[src/rtl/cfg_status_reg.sv]
module cfg_status_reg #(
  parameter logic [1:0] DEVSEL_TIMING = 2'b01
) (
  input  logic        clk,
  input  logic        rst_n,
  input  logic        cfg_sel,
  input  logic        cfg_wr,
  input  logic [1:0]  cfg_be,
  input  logic [15:0] cfg_wdata,
  output logic [15:0] cfg_rdata,
  input  logic        ev_serr,
  input  logic        ev_master_abort,
  input  logic        ev_target_abort,
  input  logic        ev_rd_parity,
  input  logic        irq_raw,
  input  logic        cmd_serr_en,
  input  logic        cmd_perr_resp,
  output logic [15:0] stat_value,
  output logic        dma_halt,
  output logic        serr_req
);

  logic sys_err_q, m_abort_q, t_abort_q, par_err_q, halt_q, sreq_q;

  wire upper_wr  = cfg_sel & cfg_wr & cfg_be[1];
  wire serr_fire = cmd_serr_en & (ev_serr | ev_master_abort | ev_target_abort);
  wire par_fire  = cmd_perr_resp & ev_rd_parity;

  always_ff @(posedge clk or negedge rst_n) begin
    if (!rst_n) begin
      sys_err_q <= 1'b0;
      m_abort_q <= 1'b0;
      t_abort_q <= 1'b0;
      par_err_q <= 1'b0;
      halt_q    <= 1'b0;
      sreq_q    <= 1'b0;
    end else begin
      sys_err_q <= (sys_err_q & ~(upper_wr & cfg_wdata[14])) | serr_fire;
      m_abort_q <= (m_abort_q & ~(upper_wr & cfg_wdata[13])) | ev_master_abort;
      t_abort_q <= (t_abort_q & ~(upper_wr & cfg_wdata[12])) | ev_target_abort;
      par_err_q <= (par_err_q & ~(upper_wr & cfg_wdata[8]))  | par_fire;
      halt_q    <= halt_q | ev_master_abort | ev_target_abort;
      sreq_q    <= serr_fire;
    end
  end

  assign stat_value = {1'b0, sys_err_q, m_abort_q, t_abort_q, 1'b0, DEVSEL_TIMING,
                       par_err_q, 1'b1, 2'b00, 1'b1, irq_raw, 3'b000};
  assign cfg_rdata  = cfg_sel ? stat_value : 16'h0000;
  assign dma_halt   = halt_q;
  assign serr_req   = sreq_q;

  logic unused_bits;
  assign unused_bits = ^{cfg_wdata[15], cfg_wdata[11:9], cfg_wdata[7:0], cfg_be[0]};

endmodule


[config.mk]
export PLATFORM = sky130hd
export DESIGN_NAME = cfg_status_reg
export DESIGN_NICKNAME = d
export VERILOG_FILES = /design/src/rtl/cfg_status_reg.sv
export SDC_FILE = /design/constraint.sdc
export NUM_CORES = 1
export LEC_CHECK = 0
export ABC_AREA = 1
export BUFFER_PORTS_ARGS = -buffer_cell sky130_fd_sc_hd__buf_2
export CAP_MARGIN = 30
export CORE_MARGIN = 10
export CORE_UTILIZATION = 31
export CTS_BUF_LIST = sky130_fd_sc_hd__clkbuf_8 sky130_fd_sc_hd__clkbuf_16
export CTS_CLUSTER_DIAMETER = 150
export DETAILED_ROUTE_END_ITERATION = 8
export GPL_ROUTABILITY_DRIVEN = 0
export PLACE_DENSITY = 0.74
export SYNTH_ARGS = -nofsm -noshare
export SYNTH_HDL_FRONTEND = slang
export SYNTH_SLANG_ARGS = --single-unit
[constraint.sdc]
create_clock -name clk -period 1 [get_ports clk]
set_clock_uncertainty 0.1 [all_clocks]
set_input_delay 0.2 -clock clk [delete_from_list [all_inputs] [get_ports clk]]
set_output_delay 0.2 -clock clk [all_outputs]
set_load 0.02 [all_outputs]
==> results of run 1 <==
power by group through the flow:
| stage | sequential [W] | combinational [W] | clock, W |
|---|---|---|---|
| 6_report | 0.000263 | 0.000253 | 0.000350 |
| 3_5_place_dp | 0.000264 | 0.000217 | 0 |
| 4_1_cts | 0.000262 | 0.000243 | 0.000363 |
| 5_1_grt | 0.000264 | 0.000274 | 0.000383 |
| 3_3_place_gp | 0.000264 | 0.000213 | 0 |
| 2_1_floorplan | 0.000267 | 0.000219 | 0 |
synthesized netlist by cell type:
cell type	instances	area (sq um)
buf_4	27	202.7
dfrtp_1	6	150.1
conb_1	2	7.510
nand2_1	17	63.81
buf_6	1	11.26
nor2_1	2	7.510
inv_1	8	30.03
nand4_1	4	25.02
metal layers:
| layer | track usage | vias up | routed length, microns |
|---|---|---|---|
| li1 | - | 202 | - |
| met1 | 0.04887 | 171 | 467 |
| met2 | 0.1074 | 37 | 548 |
| met3 | 0.05720 | 0 | 308 |
| met4 | 0.03846 | 0 | 0 |
| met5 | 0 | - | 0 |
cell families after synthesis:
group         after synthesis  share of synthesized area
buf+inv                    36                     0.4899
flops                       6                     0.3015
other cells                 2                    0.01508
simple gates               23                     0.1935
final timing paths:
check,to,start
worst max register to register,t_abort_q$_DFF_PN0_,t_abort_q$_DFF_PN0_
min in group asynchronous,sys_err_q$_DFF_PN0_,rst_n
worst min-delay path,par_err_q$_DFF_PN0_,ev_rd_parity
max in group asynchronous,m_abort_q$_DFF_PN0_,rst_n
worst min register to register,dma_halt$_DFF_PN0_,dma_halt$_DFF_PN0_
worst max-delay path,cfg_rdata[12],t_abort_q$_DFF_PN0_
worst max-delay path: cells and delay by family (launching register included):
kind	cells	cell delay [ns]
buf+inv	2	0.16
simple gates	1	0.08
flops	1	0.39
what timing repair did:
| action | 4_1_cts | 5_1_grt |
|---|---|---|
| endpoints found under the setup margin | 10 | 11 |
| resized for setup | 12 | 6 |
| hold endpoints to repair | 6 | 0 |
| hold buffers | 1 | 0 |
| pin swaps | 0 | 1 |
| buffers inserted | 1 | 1 |
state kept, by name (all words and copies together), names as in the netlist:
signal and cells:
dma_halt 1, m_abort_q 1, par_err_q 1, serr_req 1, sys_err_q 1, t_abort_q 1
metrics by stage:
stage | hold WS [ns] | TNS [ns] | instance area [sq um]
global placement | -0.07462 | 0 | 518.0
floorplan | -0.1956 | 0 | 561.8
global route | 0.1030 | -1.178 | 635.6
detailed placement | -0.06665 | 0 | 518.0
finish | 0.08514 | -0.8162 | 635.6
CTS | 0.08430 | -0.8641 | 614.3
area by class of cell:
type                            count  area share
Inverter                            8     0.04724
Clock buffer                        3     0.06496
Tap cell                           16     0.03150
Timing Repair Buffer               33      0.3563
Multi-Input combinational cell     42      0.2638
Sequential cell                     6      0.2362
==> flow_metrics.py, run 1 <==
metrics = {
    "cts": {
        "clk_latency_ns": 0.21,
        "clock_path_buffers": 2,
        "cts-root-buf": "clkbuf_8",
        "cts_made_buffers": 3,
        "cts_tree": "yes",
        "clkSlewWorstSetupHoldPaths_ns": 0.03,
        "htreeDepth": 1,
        "cts.sinks": 6,
    },
    "worst_hold_path": {
        "hold_class": "in2reg",
        "holdPathStages": 3,
    },
    "global_routing": {
        "track_usage": 0.06467,
        "grt_max_degree": 13,
        "antenna_found_initial": 0,
        "grt_pass1_wl_microns": 1759,
        "grt_pass1_vias": 426,
        "grt_overflow": 0,
    },
    "drt": {
        "drc": 0,
        "vias": 410,
        "dr.first_iter.drc_count": 6,
        "via_per_inst": 3.796,
        "routed_wl_microns": 1323,
        "wl_per_cell_microns": 12.25,
        "first_pass_iters": 4,
        "postRouteAntennaNets": 0,
    },
    "power_and_ir_drop": {
        "p_int_w": 0.0005974,
        "power.share.clock": 0.404,
        "switching_share": 0.3103,
        "p_leak_nw": 0.3951,
        "p_switching_w": 0.0002688,
        "seqPwrFrac": 0.303,
        "comb_power_share": 0.292,
        "pwr_density_cell_nw_per_um2": 1363,
        "ir_drop_mv": 0.4361,
        "p_total_w": 0.0008662,
    },
    "floorplan": {
        "fp.dieW_microns": 60.08,
        "dieArea_sq_um": 3610,
        "rows": 14,
        "top_level_ports": 63,
        "initial_core_util": 0.3306,
        "core_area_sq_um": 1506,
        "dieHeight_microns": 60.08,
    },
    "placement": {
        "port_buffers": 30,
        "place_ws_ns": 0.02101,
        "placed_cells": 102,
        "dp_hpwl_microns": 1135,
    },
    "cells_and_area": {
        "n_antenna_cell": 0,
        "multiInputGateArea_sq_um": 167.7,
        "final_cells": 108,
        "layout_common_cells": "buf_2 (20), conb_1 (19), nand2_1 (17), inv_1 (7), buf_6 (7)",
        "final_common_cell": "buf_2",
        "area_growth_pct": 27.64,
        "fillers": 167,
        "final_util": 0.4219,
        "regArea_sq_um": 150.1,
        "layout-drive-gt1-share": 0.3913,
        "nets": 123,
    },
    "critical_path": {
        "cp_max_fo": 3,
        "r2r_cells": 4,
        "cpMaxStageDelayCell": "dfrtp_1",
        "cp-end-kind": "primary output",
        "arrival_ns": 0.84,
        "required_ns": 0.70,
        "cpPeakStageDelay_ns": 0.39,
        "crit_type": "reg2out",
        "crit_chain": "nand2_1 -> inv_1 -> buf_6",
        "cp-start-kind": "flip-flop",
        "r2r_setup_slack_ns": 0.04,
    },
    "yosys": {
        "syn_inst": 67,
        "ys_types": 8,
        "ys_warn_count": 0,
        "avgSynthCellArea_sq_um": 7.433,
        "syn_area_sq_um": 498.0,
        "synth-seq-cells": 6,
        "ys_seq_area_frac": 0.3015,
    },
    "sta": {
        "finalWorstSetupSlack_ns": -0.1443,
        "hold_violations": 0,
        "timing.final.crit_share": 1.144,
        "clock.fmax_mhz": 873.9,
        "min_period_ns": 1.144,
        "rsz0062_at_grt": "yes",
        "slew_violations": 0,
        "setup_viol_count_final": 10,
    },
    "outcome": {
        "status": "complete, but fails checks",
        "failed_checks": "setup timing",
    },
    "job": {
        "max_cap_viol_count": 0,
    },
}
(Power assumes the default switching activity.)
==> run 2: changes to the inputs <==
==> constraint.sdc (replaced) <==
create_clock -name clk -period 1.2 [get_ports clk]
set_clock_uncertainty 0.1 [all_clocks]
set_input_delay 0.24 -clock clk [delete_from_list [all_inputs] [get_ports clk]]
set_output_delay 0.24 -clock clk [all_outputs]
set_load 0.05 [all_outputs]
==> run 2 against run 1 <==
Compared with the run above:
- the run still ends with setup timing left
- sequential power down 17%
- critical endpoint is now cfg_rdata[8]
- combinational power rose by 36%
- critical path depth is the same
- largest cell class unchanged
- core utilization is 1.9 points lower
- first-iteration DRC count increased by 33%
- worst setup slack improved by 0.14 ns
- highest routed layer unchanged
- global-route usage down 0.21 points
- sequential cell count did not move
==> flow_metrics.py, run 2 (synthesis results as in run 1) <==
metrics = {
    "floorplan": {
        "rows": 14,
        "core_area_sq_um": 1506,
        "top_level_ports": 63,
        "initial_core_util": 0.3306,
        "dieArea_sq_um": 3610,
        "dieHeight_microns": 60.08,
        "fp.dieW_microns": 60.08,
    },
    "sta": {
        "slew_violations": 0,
        "min_period_ns": 1.200,
        "finalWorstSetupSlack_ns": -0.0001447,
        "rsz0062_at_grt": "yes",
        "hold_violations": 0,
        "setup_viol_count_final": 1,
        "timing.final.crit_share": 1.000,
        "clock.fmax_mhz": 833.2,
    },
    "cts": {
        "cts.sinks": 6,
        "clk_latency_ns": 0.21,
        "cts_made_buffers": 3,
        "htreeDepth": 1,
        "cts-root-buf": "clkbuf_8",
        "clkSlewWorstSetupHoldPaths_ns": 0.03,
        "cts_tree": "yes",
        "clock_path_buffers": 2,
    },
    "drt": {
        "first_pass_iters": 3,
        "routed_wl_microns": 1256,
        "via_per_inst": 3.729,
        "met3WireLength_microns": 314,
        "met2WireLength_microns": 492,
        "drc": 0,
        "vias": 399,
        "dr.first_iter.drc_count": 8,
        "wl_per_cell_microns": 11.74,
        "m1WireLength_microns": 448,
        "postRouteAntennaNets": 0,
        "top_layer": "met3",
    },
    "global_routing": {
        "grt_overflow": 0,
        "grt_pass1_wl_microns": 1704,
        "grt_pass1_vias": 412,
        "grt_max_degree": 13,
        "antenna_found_initial": 0,
        "track_usage": 0.06255,
    },
    "critical_path": {
        "required_ns": 0.86,
        "cp-start-kind": "flip-flop",
        "crit_type": "reg2out",
        "r2r_cells": 3,
        "arrival_ns": 0.86,
        "cp_max_fo": 3,
        "cp-end-kind": "primary output",
    },
    "cells_and_area": {
        "layout-drive-gt1-share": 0.3846,
        "layout_common_cells": "buf_2 (24), conb_1 (19), nand2_1 (17), inv_1 (7), dfrtp_1 (6)",
        "fillers": 167,
        "nets": 122,
        "area_growth_pct": 21.86,
        "final_common_cell": "buf_2",
        "n_antenna_cell": 0,
    },
    "worst_hold_path": {
        "hold_class": "in2reg",
        "holdPathStages": 3,
    },
    "power_and_ir_drop": {
        "pwr_density_cell_nw_per_um2": 1408,
        "ir_drop_mv": 0.4135,
        "p_leak_nw": 0.3818,
        "p_total_w": 0.0008544,
    },
    "placement": {
        "port_buffers": 30,
        "place_ws_ns": 0.04187,
        "dp_hpwl_microns": 1135,
    },
    "outcome": {
        "status": "complete, but fails checks",
        "failed_checks": "setup timing",
    },
    "job": {
        "max_cap_viol_count": 0,
    },
}
run 2: cell count changes in the layout (fill, tap and decap cells not counted):
cell and change:
buf_2 +4, buf_4 -3, buf_6 -3, clkbuf_4 +1
run 2: final timing paths:
| kind | startpoint | slack, ns | end |
|---|---|---|---|
| worst min register to register | dma_halt$_DFF_PN0_ | 0.36 | dma_halt$_DFF_PN0_ |
| worst max-delay path | par_err_q$_DFF_PN0_ | -0.0001 | cfg_rdata[8] |
| worst max register to register | t_abort_q$_DFF_PN0_ | 0.37 | t_abort_q$_DFF_PN0_ |
| max in group asynchronous | rst_n | 0.58 | m_abort_q$_DFF_PN0_ |
| min in group asynchronous | rst_n | 0.27 | sys_err_q$_DFF_PN0_ |
| worst min-delay path | ev_rd_parity | 0.13 | par_err_q$_DFF_PN0_ |
run 2: timing repair:
| item | 4_1_cts | 5_1_grt |
|---|---|---|
| hold buffers | 1 | 0 |
| endpoints found under the hold margin | 6 | 0 |
| resized for setup | 8 | 3 |
| setup buffers | 0 | 1 |
| setup endpoints to repair | 4 | 9 |
run 2: through the flow:
stage	instance area [sq um]	util	std cells	hold slack, ns	setup TNS [ns]
3_3_place_gp	518.0	0.3439	102	-0.03462	0
4_1_cts	594.3	0.3945	106	0.1243	-0.006383
3_5_place_dp	518.0	0.3439	102	-0.02665	0
6_report	606.8	0.4028	107	0.1251	-0.0001447
5_1_grt	606.8	0.4028	107	0.1429	-0.2196
2_1_floorplan	561.8	-	84	-0.1556	0
run 2: layer usage:
metal | global-route usage | vias up
li1 | - | 200
met1 | 0.04768 | 162
met2 | 0.1015 | 37
met3 | 0.05720 | 0
met4 | 0.03846 | 0
met5 | 0 | -
run 2: power by group:
part           internal (W)  leakage [nW]  total, W  switching, W
sequential         0.000213        0.0580  0.000218    0.00000506
clock              0.000215        0.0216  0.000292     0.0000772
combinational     0.0000630         0.302  0.000345      0.000282
run 2: critical path, cell delays in order, from the launching register on:
cell	delay (ns)
dfrtp_1	0.38
nand2_1	0.08
inv_1	0.05
buf_6	0.14
run 2: cell type report:
class,instances,area (sq um),area share
flip-flops and latches,6,150.1,0.2474
well taps,16,20.02,0.03299
repair buffers,32,197.7,0.3258
clock buffers,3,41.29,0.06804
multi-input cells,42,167.7,0.2763
inverters,8,30.03,0.04948
